File: src/rtl/eew_pkg.sv
package eew_pkg;

  typedef enum logic [2:0] {
    ST_IDLE,
    ST_SETUP,
    ST_LOW,
    ST_HOLD,
    ST_GAP,
    ST_WAIT
  } eew_state_e;

  // ceiling conversion of a nanosecond minimum into clock cycles
  function automatic int unsigned ns2cyc(input int unsigned ns, input int unsigned clk_ns);
    return (ns + clk_ns - 1) / clk_ns;
  endfunction

  function automatic int unsigned umax(input int unsigned a, input int unsigned b);
    return (a > b) ? a : b;
  endfunction

endpackage

File: src/rtl/eew_rst_sync.sv
module eew_rst_sync (
  input  logic clk,
  input  logic rst_n,
  output logic rst_sync_n
);
  logic [1:0] sync_q;

  always_ff @(posedge clk or negedge rst_n) begin
    if (!rst_n) sync_q <= 2'b00;
    else        sync_q <= {sync_q[0], 1'b1};
  end

  assign rst_sync_n = sync_q[1];
endmodule

File: src/rtl/eew_timer.sv
module eew_timer #(
  parameter int unsigned W = 8
) (
  input  logic         clk,
  input  logic         rst_n,
  input  logic         load,
  input  logic [W-1:0] load_val,
  output logic [W-1:0] cnt,
  output logic         zero
);
  logic [W-1:0] cnt_d, cnt_q;
  logic         cnt_en;

  always_comb begin
    cnt_en = load || (cnt_q != '0);
    cnt_d  = load ? load_val : (cnt_q - 1'b1);
  end

  always_ff @(posedge clk or negedge rst_n) begin
    if (!rst_n)      cnt_q <= '0;
    else if (cnt_en) cnt_q <= cnt_d;
  end

  assign cnt  = cnt_q;
  assign zero = (cnt_q == '0);

  // the counter saturates at zero instead of wrapping (supports R3/R7/R8 timing)
  p_sat_zero_r8: assert property (@(posedge clk) disable iff (!rst_n)
    (!load && cnt_q == '0) |=> (cnt_q == '0));
endmodule

File: src/rtl/eew_seq.sv
module eew_seq
  import eew_pkg::*;
#(
  parameter int unsigned AW        = 17,
  parameter int unsigned DW        = 8,
  parameter int unsigned CLK_NS    = 5,
  parameter int unsigned T_WP_NS   = 150,
  parameter int unsigned T_WPH_NS  = 50,
  parameter int unsigned T_DS_NS   = 100,
  parameter int unsigned T_DH_NS   = 10,
  parameter int unsigned T_AS_NS   = 0,
  parameter int unsigned T_AH_NS   = 100,
  parameter int unsigned T_CS_NS   = 0,
  parameter int unsigned T_OES_NS  = 10,
  parameter int unsigned T_OEH_NS  = 10,
  parameter int unsigned T_PAGE_NS = 150000,
  parameter int unsigned T_WC_NS   = 10000000
) (
  input  logic          clk,
  input  logic          rst_n,
  input  logic          req_valid,
  output logic          req_ready,
  input  logic [AW-1:0] req_addr,
  input  logic [DW-1:0] req_data,
  input  logic          req_last,
  output logic          ee_cs_n,
  output logic          ee_we_n,
  output logic          ee_oe_n,
  output logic [AW-1:0] ee_addr,
  output logic [DW-1:0] ee_data,
  output logic          busy
);

  // cycle counts derived from the nanosecond minimums
  localparam int unsigned C_WP  = ns2cyc(T_WP_NS, CLK_NS);
  localparam int unsigned C_DS  = ns2cyc(T_DS_NS, CLK_NS);
  localparam int unsigned C_AH  = ns2cyc(T_AH_NS, CLK_NS);
  localparam int unsigned N_SU  = umax(umax(ns2cyc(T_OES_NS, CLK_NS), ns2cyc(T_AS_NS, CLK_NS)),
                                       umax(ns2cyc(T_CS_NS, CLK_NS), 1));
  localparam int unsigned N_WP  = umax(umax(C_WP, C_DS), 1);
  localparam int unsigned AH_X  = (C_AH > N_WP) ? (C_AH - N_WP) : 0;
  localparam int unsigned N_HO  = umax(umax(ns2cyc(T_DH_NS, CLK_NS), ns2cyc(T_WPH_NS, CLK_NS)),
                                       umax(ns2cyc(T_OEH_NS, CLK_NS), umax(AH_X, 1)));
  localparam int unsigned N_PG  = umax(ns2cyc(T_PAGE_NS, CLK_NS), N_SU + 1);
  localparam int unsigned N_WC  = umax(ns2cyc(T_WC_NS, CLK_NS), 1);
  localparam int unsigned PW    = $clog2(umax(N_WC, umax(N_WP, umax(N_HO, N_SU))) + 1);
  localparam int unsigned GW    = $clog2(N_PG + 1);

  logic          rst_q_n;
  eew_state_e    state_q, state_d;
  logic [AW-1:0] addr_q;
  logic [DW-1:0] data_q;
  logic          last_q;
  logic          accept;
  logic          ph_load, ph_zero, win_load, win_zero;
  logic [PW-1:0] ph_val, ph_cnt;
  logic [GW-1:0] win_cnt;
  logic          win_open;

  eew_rst_sync u_rst (.clk(clk), .rst_n(rst_n), .rst_sync_n(rst_q_n));

  // phase timer: setup, strobe low, hold and programming wait
  eew_timer #(.W(PW)) u_phase (
    .clk(clk), .rst_n(rst_q_n), .load(ph_load), .load_val(ph_val),
    .cnt(ph_cnt), .zero(ph_zero));

  // page window timer, restarted on every falling strobe
  eew_timer #(.W(GW)) u_window (
    .clk(clk), .rst_n(rst_q_n), .load(win_load), .load_val(GW'(N_PG)),
    .cnt(win_cnt), .zero(win_zero));

  // a byte taken now falls N_SU cycles later; it must land inside the window
  assign win_open  = !win_zero && (win_cnt > GW'(N_SU));
  assign req_ready = (state_q == ST_IDLE) || ((state_q == ST_GAP) && win_open);
  assign accept    = req_valid && req_ready;

  always_comb begin
    state_d  = state_q;
    ph_load  = 1'b0;
    ph_val   = '0;
    win_load = 1'b0;
    unique case (state_q)
      ST_IDLE: if (accept) begin
        state_d = ST_SETUP; ph_load = 1'b1; ph_val = PW'(N_SU - 1);
      end
      ST_SETUP: if (ph_zero) begin
        state_d = ST_LOW; ph_load = 1'b1; ph_val = PW'(N_WP - 1); win_load = 1'b1;
      end
      ST_LOW: if (ph_zero) begin
        state_d = ST_HOLD; ph_load = 1'b1; ph_val = PW'(N_HO - 1);
      end
      ST_HOLD: if (ph_zero) begin
        if (last_q) begin
          state_d = ST_WAIT; ph_load = 1'b1; ph_val = PW'(N_WC - 1);
        end else begin
          state_d = ST_GAP;
        end
      end
      ST_GAP: begin
        if (accept) begin
          state_d = ST_SETUP; ph_load = 1'b1; ph_val = PW'(N_SU - 1);
        end else if (!win_open) begin
          state_d = ST_WAIT; ph_load = 1'b1; ph_val = PW'(N_WC - 1);
        end
      end
      ST_WAIT: if (ph_zero) state_d = ST_IDLE;
      default: state_d = ST_IDLE;
    endcase
  end

  always_ff @(posedge clk or negedge rst_q_n) begin
    if (!rst_q_n) state_q <= ST_IDLE;
    else          state_q <= state_d;
  end

  always_ff @(posedge clk or negedge rst_q_n) begin
    if (!rst_q_n) begin
      addr_q <= '0;
      data_q <= '0;
      last_q <= 1'b0;
    end else if (accept) begin
      addr_q <= req_addr;
      data_q <= req_data;
      last_q <= req_last;
    end
  end

  assign ee_cs_n = !((state_q == ST_SETUP) || (state_q == ST_LOW) ||
                     (state_q == ST_HOLD)  || (state_q == ST_GAP));
  assign ee_we_n = (state_q != ST_LOW);
  assign ee_oe_n = 1'b1;
  assign ee_addr = addr_q;
  assign ee_data = data_q;
  assign busy    = (state_q != ST_IDLE);

  p_we_in_page_r6: assert property (@(posedge clk) disable iff (!rst_q_n)
    !ee_we_n |-> !ee_cs_n);
  p_busy_in_page_r10: assert property (@(posedge clk) disable iff (!rst_q_n)
    !ee_cs_n |-> busy);
  p_no_take_in_strobe_r9: assert property (@(posedge clk) disable iff (!rst_q_n)
    !ee_we_n |-> !req_ready);
  p_no_take_in_wait_r9: assert property (@(posedge clk) disable iff (!rst_q_n)
    (state_q == ST_WAIT) |-> !req_ready);
  p_bus_stable_r5: assert property (@(posedge clk) disable iff (!rst_q_n)
    (!ee_we_n && $past(!ee_we_n)) |-> ($stable(ee_data) && $stable(ee_addr)));
  p_hold_after_rise_r5: assert property (@(posedge clk) disable iff (!rst_q_n)
    $rose(ee_we_n) |-> ($stable(ee_data) && $stable(ee_addr)));
endmodule

File: config.mk
export PLATFORM = sky130hd
export DESIGN_NAME = eew_seq
export DESIGN_NICKNAME = d
export VERILOG_FILES = /design/src/rtl/eew_pkg.sv /design/src/rtl/eew_rst_sync.sv /design/src/rtl/eew_timer.sv /design/src/rtl/eew_seq.sv
export SDC_FILE = /design/constraint.sdc
export NUM_CORES = 1
export LEC_CHECK = 0
export ABC_CLOCK_PERIOD_IN_PS = 2300
export BUFFER_PORTS_ARGS = -buffer_cell sky130_fd_sc_hd__buf_4
export CORE_ASPECT_RATIO = 0.6
export CORE_MARGIN = 5
export CORE_UTILIZATION = 25
export CTS_CLUSTER_SIZE = 40
export DETAILED_ROUTE_END_ITERATION = 12
export MAX_ROUTING_LAYER = met4
export PLACE_DENSITY = 0.43
export SLEW_MARGIN = 15
export SYNTH_ARGS = -nofsm -noshare
export SYNTH_HDL_FRONTEND = slang
export SYNTH_HIERARCHICAL = 1
export SYNTH_SLANG_ARGS = --single-unit
export TNS_END_PERCENT = 1
File: constraint.sdc
create_clock -name clk -period 2.3 [get_ports clk]
set_input_delay 0.46 -clock clk [delete_from_list [all_inputs] [get_ports clk]]
set_output_delay 0.46 -clock clk [all_outputs]
set_load 0.01 [all_outputs]
==> qor.yml <==
outcome: "finished with violations"
violations: "setup timing"
fmax_mhz: 374
grt_max_degree: 45
tightest_slew_ns: 0.572
synth_edf_count: 0
cp.arrival_ns: 2.22
ys_ff_latch: 67
die_h_um: 103
vias_per_cell: 4.30
drv_cap: 0
coreArea_sq_um: 13800
clkTransAtPathRegs_ns: 0.06
p_leak_uw: 0.00258
dpl_cell_area_sq_um: 4780
fin_skew_ns: 0.00871
synth_top_area_frac: 0.468
std_cell_rows: 33
crit_fanout: 3
yosys-top-cells-area: "dfrtp_1, mux2_4, a22o_1"
worstSkewPairLatency_ns: 0.34
async_reset_ff_frac: 1.00
grt_pass1_wl_um: 15500
initial_core_util: 0.259
synth_largest_area_cell: "dfrtp_1"
finalMaxSlewViolations: 0
synthCells: 315
busiest_layer: "met1"
hold_viol_final: 0
routed_wl_um: 9240
use_met2: 0.145
peakVddDrop_mv: 0.375
io_pins: 59
synthMostInstantiatedCell: "dfrtp_1"
hold_class: "flip-flop to async pin"
cp-end-kind: "output port"
crit_path_start: "u_window/cnt[0]"
slew-limit-headroom: 0.615
grt_util_met1: 0.185
fp.dieArea_sq_um: 16900
hold_ws_ns: 0.239
cellPowerDensity_nw_per_um2: 926
final_antenna_net_count: 0
synth-seq-area-share: 0.468
dr_total_vias: 2832
cp-start-kind: "flip-flop"
cts.path.max_buffers: 2
synth_cell_types: 61
met3_usage: 0.0392
portBuffers: 57
cts_made_buffers: 9
yosys-top-cells-count: "dfrtp_1, nand2_1, mux2_4"
grt_pass1_vias: 2932
antenna_found_initial: 0
drt_iter0_drc: 99
cts_tree: "built"
setup_viol: 48
required_ns: 1.84
synth_ff_type: "dfrtp_1"
final_area_sq_um: 5250
rr_worst_depth: 11
grtUsageTotal: 0.121
htree_levels: 3
dp_hpwl_um: 6820
drive_gt1_frac: 0.430
fin_crit_ns: 2.68
place.gp.congestion: 0.823
avgSynthCellArea_sq_um: 11.4
root_buffer: "clkbuf_16"
area_growth_syn_to_layout_pct: 46.6
postLayoutSetupSlackWorst_ns: -0.377
final_nets: 494
cts_sinks: 67
fp.dieW_um: 165
crit_type: "flip-flop to output port"
drc_errors: 0
drtPass1Iterations: 4
period_share: 1.16
wl_per_cell_um: 14.0
r2r-start: "u_window/cnt[0]"
yosysWarnings: 6
rsz0062_at_grt: "yes"
antenna_cells: 0
grt-ovfl-total: 0
netlist_area_sq_um: 3580
flip-flops by register name, summed over array words and instances, names as in the netlist:
signal / flops
u_phase/cnt: 21
ee_addr: 17
u_window/cnt: 15
ee_data: 8
state_q: 3
u_rst/sync_q: 2
last_q: 1
power by group:
group	internal, uW	switching (uW)
combinational	926	752
sequential	1450	233
clock	953	549
total	3330	1530
layer usage:
layer | vias to the layer above | part of all wire | wire (um)
li1 | 1429 | - | -
met1 | 1319 | 0.55 | 5120
met4 | 0 | 0.011 | 104
met2 | 75 | 0.37 | 3390
met5 | - | 0 | 0
met3 | 9 | 0.067 | 617
cell families after synthesis:
group                      share of synthesized area
muxes                                          0.115
xor gates and xnor gates                      0.0611
and+or+nand+nor                                0.173
adders and majority gates                     0.0105
DFF                                            0.468
other                                        0.00314
buffers and inverters                         0.0363
AOI/OAI and AO/OA                              0.133
worst max-delay path: stages (launching register included):
cell and delay, ns:
dfrtp_1 0.39, inv_2 0.08, ha_4 0.14, or4b_4 0.48, nor4b_4 0.27, nand2_2 0.12
o41ai_4 0.07, nor3_2 0.07, buf_4 0.15, buf_6 0.11
placed cells by master (no fill, tap or decap), types with 3 or more instances in the layout:
cell	instances
nor3_1	10
buf_6	7
or3_1	6
nor4_4	3
xor2_1	14
nor3_2	3
nor4_1	7
mux2_4	26
nand2_1	25
a31oi_1	4
o31ai_1	12
or4_1	3
conb_1	25
o21ai_0	8
nor2_1	14
clkbuf_16	9
a22o_1	14
a21oi_1	6
dfrtp_1	66
o21ai_1	3
buf_4	117
inv_1	7
inv_2	3
xnor2_1	11
or4_4	3
nand3_1	3
final cells by class:
cell class / instances / area (sq um)
Fill cell: 1366 / 8580
Multi-Input combinational cell: 247 / 1970
Sequential cell: 67 / 1680
Timing Repair Buffer: 127 / 1010
Tap cell: 192 / 240
Clock buffer: 10 / 229
Clock inverter: 6 / 90.1
Inverter: 10 / 37.5
per-stage QoR:
stage	setup TNS [ns]	worst slack (ns)	utilization	instances	power (uW)
after floorplan	-21.66	-0.500	-	337	2580
after global placement	-8.87	-0.237	0.345	637	3320
after detailed placement	-11.83	-0.307	0.345	637	3300
after CTS	-10.06	-0.406	0.378	659	4890
after global routing	-17.36	-0.515	0.380	659	5140
final	-9.39	-0.377	0.380	659	4860
worst paths after layout:
check	endpoint	slack (ns)
worst max register to register	ee_addr[11]	-0.28
max in group asynchronous	u_phase/cnt[20]	1.42
worst max-delay path	req_ready	-0.38
worst min-delay path	ee_data[4]	0.24
worst min register to register	ee_data[4]	0.24
min in group clk	ee_addr[15]	0.35
what timing repair did:
action | CTS | global route
setup buffers | 5 | 0
resized for setup | 19 | 5
pin swaps | 5 | 7
endpoints found under the hold margin | 2 | 0
endpoints found under the setup margin | 59 | 60
hold buffers | 1 | 0
cloned | 0 | 0
No activity file was read; power rests on OpenSTA's default activity.
